[src/rtl/fi_pkg.sv]
package fi_pkg;
  localparam int WORD_W  = 32;
  localparam int DATA_W  = 64;
  localparam int FLAG_W  = 4;
  localparam int IDX_W   = 5;
  localparam int AMT_W   = $clog2(DATA_W);

  localparam logic [10:0] OPC_TOP = 11'b10111010000;
  localparam logic [4:0]  OPC_MID = 5'b00001;

  typedef struct packed {
    logic               match;
    logic [AMT_W-1:0]   amt;
    logic [IDX_W-1:0]   idx;
    logic [FLAG_W-1:0]  mask;
  } fi_dec_t;
endpackage

[src/rtl/fi_decoder.sv]
module fi_decoder
  import fi_pkg::*;
(
  input  logic [WORD_W-1:0] word,
  output fi_dec_t           dec
);
  logic top_ok, mid_ok, low_ok;

  always_comb begin
    top_ok    = (word[31:21] == OPC_TOP);
    mid_ok    = (word[14:10] == OPC_MID);
    low_ok    = (word[4] == 1'b0);
    dec.match = top_ok & mid_ok & low_ok;
    dec.amt   = word[15 +: AMT_W];
    dec.idx   = word[5 +: IDX_W];
    dec.mask  = word[0 +: FLAG_W];
  end
endmodule

[src/rtl/fi_rotator.sv]
module fi_rotator #(
  parameter int DATA_W = 64,
  parameter int OUT_W  = 4,
  localparam int SH_W  = $clog2(DATA_W)
) (
  input  logic [DATA_W-1:0] din,
  input  logic [SH_W-1:0]   amt,
  output logic [OUT_W-1:0]  dout
);
  logic [DATA_W-1:0] stg [SH_W+1];

  assign stg[0] = din;

  for (genvar s = 0; s < SH_W; s++) begin : g_stage
    localparam int STEP = 2 ** s;
    logic [DATA_W-1:0] rot;
    assign rot        = {stg[s][STEP-1:0], stg[s][DATA_W-1:STEP]};
    assign stg[s + 1] = amt[s] ? rot : stg[s];
  end

  assign dout = stg[SH_W][OUT_W-1:0];
endmodule

[src/rtl/fi_flag_reg.sv]
module fi_flag_reg #(
  parameter int FLAG_W = 4
) (
  input  logic              clk,
  input  logic              rst,
  input  logic              wr_en,
  input  logic [FLAG_W-1:0] wr_mask,
  input  logic [FLAG_W-1:0] wr_val,
  output logic [FLAG_W-1:0] flags
);
  for (genvar k = 0; k < FLAG_W; k++) begin : g_bit
    always_ff @(posedge clk) begin
      if (rst)
        flags[k] <= 1'b0;
      else if (wr_en && wr_mask[k])
        flags[k] <= wr_val[k];
    end
  end
endmodule

[src/rtl/flag_insert_unit.sv]
module flag_insert_unit
  import fi_pkg::*;
#(
  parameter int ZERO_IDX = 31
) (
  input  logic              clk,
  input  logic              rst,
  input  logic              insn_valid,
  input  logic [WORD_W-1:0] insn_word,
  input  logic              feat_en,
  output logic [IDX_W-1:0]  src_idx,
  input  logic [DATA_W-1:0] src_data,
  output logic [FLAG_W-1:0] nzcv,
  output logic              done,
  output logic              undef
);
  fi_dec_t           dec;
  logic              accept, exec, reads_zero;
  logic [DATA_W-1:0] operand;
  logic [FLAG_W-1:0] nib;

  fi_decoder u_dec (.word(insn_word), .dec(dec));

  assign src_idx    = dec.idx;
  assign accept     = insn_valid & dec.match;
  assign exec       = accept & feat_en;
  assign reads_zero = (dec.idx == IDX_W'(ZERO_IDX));
  assign operand    = reads_zero ? '0 : src_data;

  fi_rotator #(.DATA_W(DATA_W), .OUT_W(FLAG_W)) u_rot (
    .din (operand),
    .amt (dec.amt),
    .dout(nib)
  );

  fi_flag_reg #(.FLAG_W(FLAG_W)) u_flags (
    .clk    (clk),
    .rst    (rst),
    .wr_en  (exec),
    .wr_mask(dec.mask),
    .wr_val (nib),
    .flags  (nzcv)
  );

  always_ff @(posedge clk) begin
    if (rst) begin
      done  <= 1'b0;
      undef <= 1'b0;
    end else begin
      done  <= exec;
      undef <= accept & ~feat_en;
    end
  end
endmodule

[config.mk]
export PLATFORM = sky130hd
export DESIGN_NAME = flag_insert_unit
export DESIGN_NICKNAME = d
export VERILOG_FILES = /design/src/rtl/fi_pkg.sv /design/src/rtl/fi_decoder.sv /design/src/rtl/fi_rotator.sv /design/src/rtl/fi_flag_reg.sv /design/src/rtl/flag_insert_unit.sv
export SDC_FILE = /design/constraint.sdc
export NUM_CORES = 1
export LEC_CHECK = 0
export ABC_CLOCK_PERIOD_IN_PS = 2650
export BUFFER_PORTS_ARGS = -buffer_cell sky130_fd_sc_hd__clkbuf_2
export CAP_MARGIN = 20
export CORE_UTILIZATION = 28
export DETAILED_ROUTE_END_ITERATION = 7
export SLEW_MARGIN = 15
export SYNTH_ARGS = -nofsm -noshare
export SYNTH_HDL_FRONTEND = slang
export SYNTH_SLANG_ARGS = --single-unit
[constraint.sdc]
create_clock -name clk -period 2.65 [get_ports clk]
set_input_delay 0.1325 -clock clk [delete_from_list [all_inputs] [get_ports clk]]
set_output_delay 0.1325 -clock clk [all_outputs]
set_load 0.01 [all_outputs]
* Yosys cells after proc, flatten, opt, wreduce, memory -nomap -nowiden
Index checks and enable logic that the tools add are counted.
Storage, ports and cells: flip-flop bits (word level) 6
Cells by class: mux-type cells 7, bitwise gates (word level) 7, equal/unequal tests 3, reductions and logical operators 4
Operators by type and width (number):
- 2-to-1 mux 64 bit | 3
- 2-to-1 mux 60 bit | 1
- 2-to-1 mux 52 bit | 1
- 2-to-1 mux 36 bit | 1
- equality test 11 bit, second input constant | 1
- AND 1 bit | 5
- equality test 5 x 1 -> 1 bit, second input constant | 1
- equality test 5 bit, second input constant | 1
- logical AND 1 bit | 4
- 2-to-1 mux 4 bit | 1
- NOT 1 bit | 2

* Logic depth before layout (Yosys ltp)
depth after elaboration 8, depth in mapped cells 8

* By module
From an unflattened synthesis, not the netlist that was laid out.
Second synthesis, totals: cells, all modules 274, area, all modules 3022.9 µm²
By module, submodules not included:
- fi_rotator | area an instance 1721.7 µm², sequential area each 0.0 µm², cells an instance 151, times used 1
- flag_insert_unit | area an instance 953.4 µm², sequential area each 40.0 µm², cells an instance 85, times used 1
- fi_flag_reg | area an instance 175.2 µm², sequential area each 80.1 µm², cells an instance 17, times used 1
- fi_decoder | area an instance 172.7 µm², sequential area each 0.0 µm², cells an instance 21, times used 1

* Worst setup path after synthesis
OpenSTA, ideal clock, no wires.
kind input -> register, start input insn_word[15], end register u_flags.flags[1], stages 7, data required time 2.506 ns, library setup time 0.144 ns, path slack 0.952 ns, arrival time 1.554 ns, cells stage by stage buf_6 > buf_12 > mux4_1 > a31oi_1 > a211oi_1 > nor4_1 > a311oi_1
On the way: word-level cells in the longest chain between the ends 6
RTL lines:
- from (decl) | line flag_insert_unit.sv:9 | input logic [WORD_W-1:0] insn_word,
- 2-to-1 mux 64 bit (2 in series) | line fi_rotator.sv:18 | assign stg[s + 1] = amt[s] ? rot : stg[s];
- 2-to-1 mux 60 bit | line fi_rotator.sv:18
- 2-to-1 mux 52 bit | line fi_rotator.sv:18
- 2-to-1 mux 36 bit | line fi_rotator.sv:18
- 2-to-1 mux 4 bit | line fi_rotator.sv:18
- to (signal, indexed assignment) | line fi_flag_reg.sv:16 | flags[k] <= wr_val[k];
- to (decl) | line fi_flag_reg.sv:9 | output logic [FLAG_W-1:0] flags
Every way passes these cells. A chain may end at the register's enable or synchronous reset.

* Final worst setup path
start input insn_word[18], end register u_flags.flags[1]
On the way: word-level cells in the longest chain between the ends 3
RTL lines (line):
- 2-to-1 mux 52 bit | fi_rotator.sv:18
- 2-to-1 mux 36 bit | fi_rotator.sv:18
- 2-to-1 mux 4 bit | fi_rotator.sv:18
Every way passes these cells.

==> results.txt <==
----------------------------------------------------
[Status]
  Outcome ... completed

[Drt]
  Average routed wire per standard cell ... 18.5 µm
  DRC errors left ... 0
  DR vias ... 2,552
  Final WL ... 7930 µm
  Number of detailed-routing iterations run before antenna repair ... 4
  Count of antenna-violating nets left after detailed routing ... 0
  Detailed-route vias per instance ... 5.95
  Initial drt markers ... 146

[Yosys]
  FF+latch count, synth ... 6
  Top post-synthesis cells by count ... mux4_1, mux4_2, a21oi_1
  Number of enable flip-flop cells after synthesis ... 0
  Area share of fa/ha/maj cells after synthesis ... 0%
  Top area cells in the synthesized netlist ... mux4_1, mux4_2, a21oi_1
  Multiplexer share of the synthesized area ... 58.6%
  Synth Flop Type ... dfxtp_1
  Number of distinct library cells after synthesis ... 38
  Number of warnings reported in the yosys synthesis log ... 0
  Post-Synthesis Net Count ... 310
  Post-synthesis average cell area ... 12.7 µm²
  Share of the synthesized netlist area taken by xor and xnor gates ... 0%
  Synthesized-area fraction occupied by ao, oa, aoi and oai cells ... 18.7%
  Post-synthesis simple-gate area fraction ... 8.83%
  Fraction of registers with async set or reset after synthesis ... 0%
  Yosys top cell area share ... 31.6%
  Sequential cell area fraction in the yosys report ... 4.51%
  Synthesized area ... 0.00266 mm²
  Dominant combinational cell family by area after synthesis ... multiplexers
  Biggest area consumer among synthesized cells ... mux4_1
  Count of mapped cells out of synthesis ... 210

[Timing]
  Final Critical Period ... 2.00 ns
  Final setup skew ... 0 ns
  Setup TNS ... 0 ns
  Max-slew headroom at the worst pin ... 57.2%
  Final hold vios ... 0
  Number of pins with negative max-slew slack in the final report ... 0
  Maximum operating frequency ... 501 MHz
  Final period util ... 75.4%
  Actual slew at the worst max-slew pin ... 0.641 ns
  Final setup vio count ... 0
  Setup repair after global routing missed its margin ... no

[Setup path]
  Sequence of cells on the critical path ... clkbuf_2, nor2_4, a21boi_2, a32oi_1, a2111oi_2, nor4_1, a311oi_1
  Master of the slowest instance on the critical path ... a21boi_2
  Type of element capturing the critical path ... flip-flop
  Family with the most delay on the worst path ... compound AO/OA/AOI/OAI gates
  Kind of critical path ... primary input to flip-flop
  Capture instance of the worst register-to-register path ... u_flags.flags[0]$_SDFFE_PP0P_
  Worst R2R Setup Slack ... 1.87 ns
  Arrival time reported for the critical path endpoint ... 2.12 ns
  Peak per-stage delay on the critical path ... 0.48 ns
  Kind of start point of the critical path ... primary input
  Count of buffer and inverter cells on the critical path ... 1
  Critical register-to-register path startpoint ... u_flags.flags[0]$_SDFFE_PP0P_
  Critical path fanouts, max ... 14
  Register-to-Register Path Depth ... 3
  Critical path data required time ... 2.78 ns

[Power and ir drop]
  Sequential share of power ... 13.1%
  Switching part of the total power ... 35.9%
  P_leak ... 1.30 nW
  Internal Dissipation ... 444 µW
  Worst IR drop on VDD ... 0.101 mV
  Fraction of power consumed by combinational cells ... 67.2%
  Proportion of power drawn by the clock network ... 19.6%
  Net Sw Power ... 248 µW
  Pwr Density ... 212 mW/mm²
  Pwr Total ... 692 µW

[Floorplan]
  Effective utilization at floorplan ... 28.8%
  Die Span Y ... 99.5 µm
  Total I/O pin count ... 111
  Cell row count ... 35
  Std-Cell Core Area ... 0.00924 mm²
  Die Footprint ... 0.00991 mm²
  X dimension of the die ... 99.5 µm

[Placed design]
  HPWL after detailed placement ... 6260 µm
  # port buffers ... 110
  Placed Area ... 0.00322 mm²
  Routability-driven placement congestion ratio ... 0.820

[Clock network]
  Clock tree from TritonCTS ... done
  Latest clock arrival within the worst-skew pair ... 0.22 ns
  CTS Hold Bufs ... 0
  Number of buffers created by CTS ... 3
  H-tree depth ... 1
  Clock tree buffer depth ... 2
  Clock transition at the registers of the reported paths ... 0.04 ns
  Sink count of the clock tree ... 6
  Cell at the root of the clock tree ... clkbuf_8
  Post-CTS setup buffer count ... 0
  Resize count post-CTS ... 0

[Min path]
  Launch instance of the worst min-delay path ... insn_word[1]
  Worst min-delay path category ... primary input to flip-flop
  Instance count along the most critical hold path ... 2
  End of the worst hold path ... u_flags.flags[1]$_SDFFE_PP0P_

[Layout]
  Synthesis-to-layout area growth ... 22.3%
  # fillers ... 942
  Antenna fix cells ... 0
  Design area ... 0.00326 mm²
  Share of cells above drive strength 1 ... 53.3%
  Total number of nets in the final design ... 402

[Global routing]
  First-pass GRT wire length ... 12,600 µm
  Number of antenna violations at the first check in global routing ... 0
  Via count of the first global-routing pass ... 2,489
  Final global-route overflow total ... 0
  Largest net degree at the start of global routing ... 59
  Global-route usage over all layers ... 16.0%

[Job]
  Number of maximum-capacitance violations ... 0

----------------------------------------------------
worst max path at each step:
stage | start | endpoint | depth (start not counted)
floorplan | insn_word[15] | u_flags.flags[1]$_SDFFE_PP0P_ | 7
global route | insn_word[18] | u_flags.flags[2]$_SDFFE_PP0P_ | 7
global placement | insn_word[18] | u_flags.flags[1]$_SDFFE_PP0P_ | 7
CTS | insn_word[18] | u_flags.flags[1]$_SDFFE_PP0P_ | 7
detailed placement | insn_word[18] | u_flags.flags[1]$_SDFFE_PP0P_ | 7
finish | insn_word[18] | u_flags.flags[1]$_SDFFE_PP0P_ | 7
metrics by stage:
step	cells	utilization [%]	hold WS [ns]	setup WS, ns
6_report	429	35.2	0.130	0.653
5_1_grt	429	35.2	0.148	0.518
4_1_cts	429	35.2	0.124	0.675
3_5_place_dp	426	34.8	0.358	0.444
3_3_place_gp	426	34.8	0.352	0.450
2_1_floorplan	210	-	0.204	0.952
state kept, by name, summed over array words and instances (netlist names):
signal / count
done: 1
u_flags.flags: 4
undef: 1
layout make-up:
| class | count | area [µm²] | share of cell area (%) |
|---|---|---|---|
| Timing Repair Buffer | 117 | 631 | 19.4 |
| Multi-Input combinational cell | 172 | 2300 | 70.5 |
| Inverter | 2 | 7.51 | 0.231 |
| Sequential cell | 6 | 120 | 3.69 |
| Clock buffer | 3 | 41.3 | 1.27 |
| Tap cell | 129 | 161 | 4.96 |
cell usage in the layout, fill, tap and decap left out, drive strengths merged:
cell	instances
clkbuf	112
mux4	64
a21oi	25
a32oi	9
a22oi	9
a311oi	8
buf	8
nand2	7
o22ai	6
nand3	6
dfxtp	6
nor2	6
a31oi	5
a211oi	5
nor4	4
and2	3
inv	2
nor3	2
nand2b	2
a2111oi	2
and4	1
a21boi	1
or4	1
nand3b	1
nand4b	1
or4b	1
or2	1
nor2b	1
nor4b	1
worst register-to-register path, delay by kind of cell (launching register included):
kind / cells / cell delay, ns
simple gates: 1 / 0.21
flops: 1 / 0.33
compound gates: 2 / 0.16
cell families after synthesis:
| kind of cell | count (synthesis) |
|---|---|
| compound gates | 70 |
| buf+inv | 32 |
| simple gates | 38 |
| flops | 6 |
| mux | 64 |
metal layers:
layer | global-route usage [%] | wire, µm | share of wire (%)
met5 | 0 | 0 | 0
met4 | 3.28 | 49 | 0.62
met3 | 1.26 | 541 | 6.8
met2 | 28.2 | 3900 | 49
met1 | 21.6 | 3430 | 43
power groups by stage:
stage | registers (mW) | logic [mW] | clock network [mW]
2_1_floorplan | 0.0922 | 0.317 | 0
3_5_place_dp | 0.0922 | 0.465 | 0
4_1_cts | 0.0908 | 0.467 | 0.141
6_report | 0.0908 | 0.465 | 0.136
3_3_place_gp | 0.0922 | 0.458 | 0
5_1_grt | 0.0907 | 0.504 | 0.145
Power figures use the tool's default switching activity.
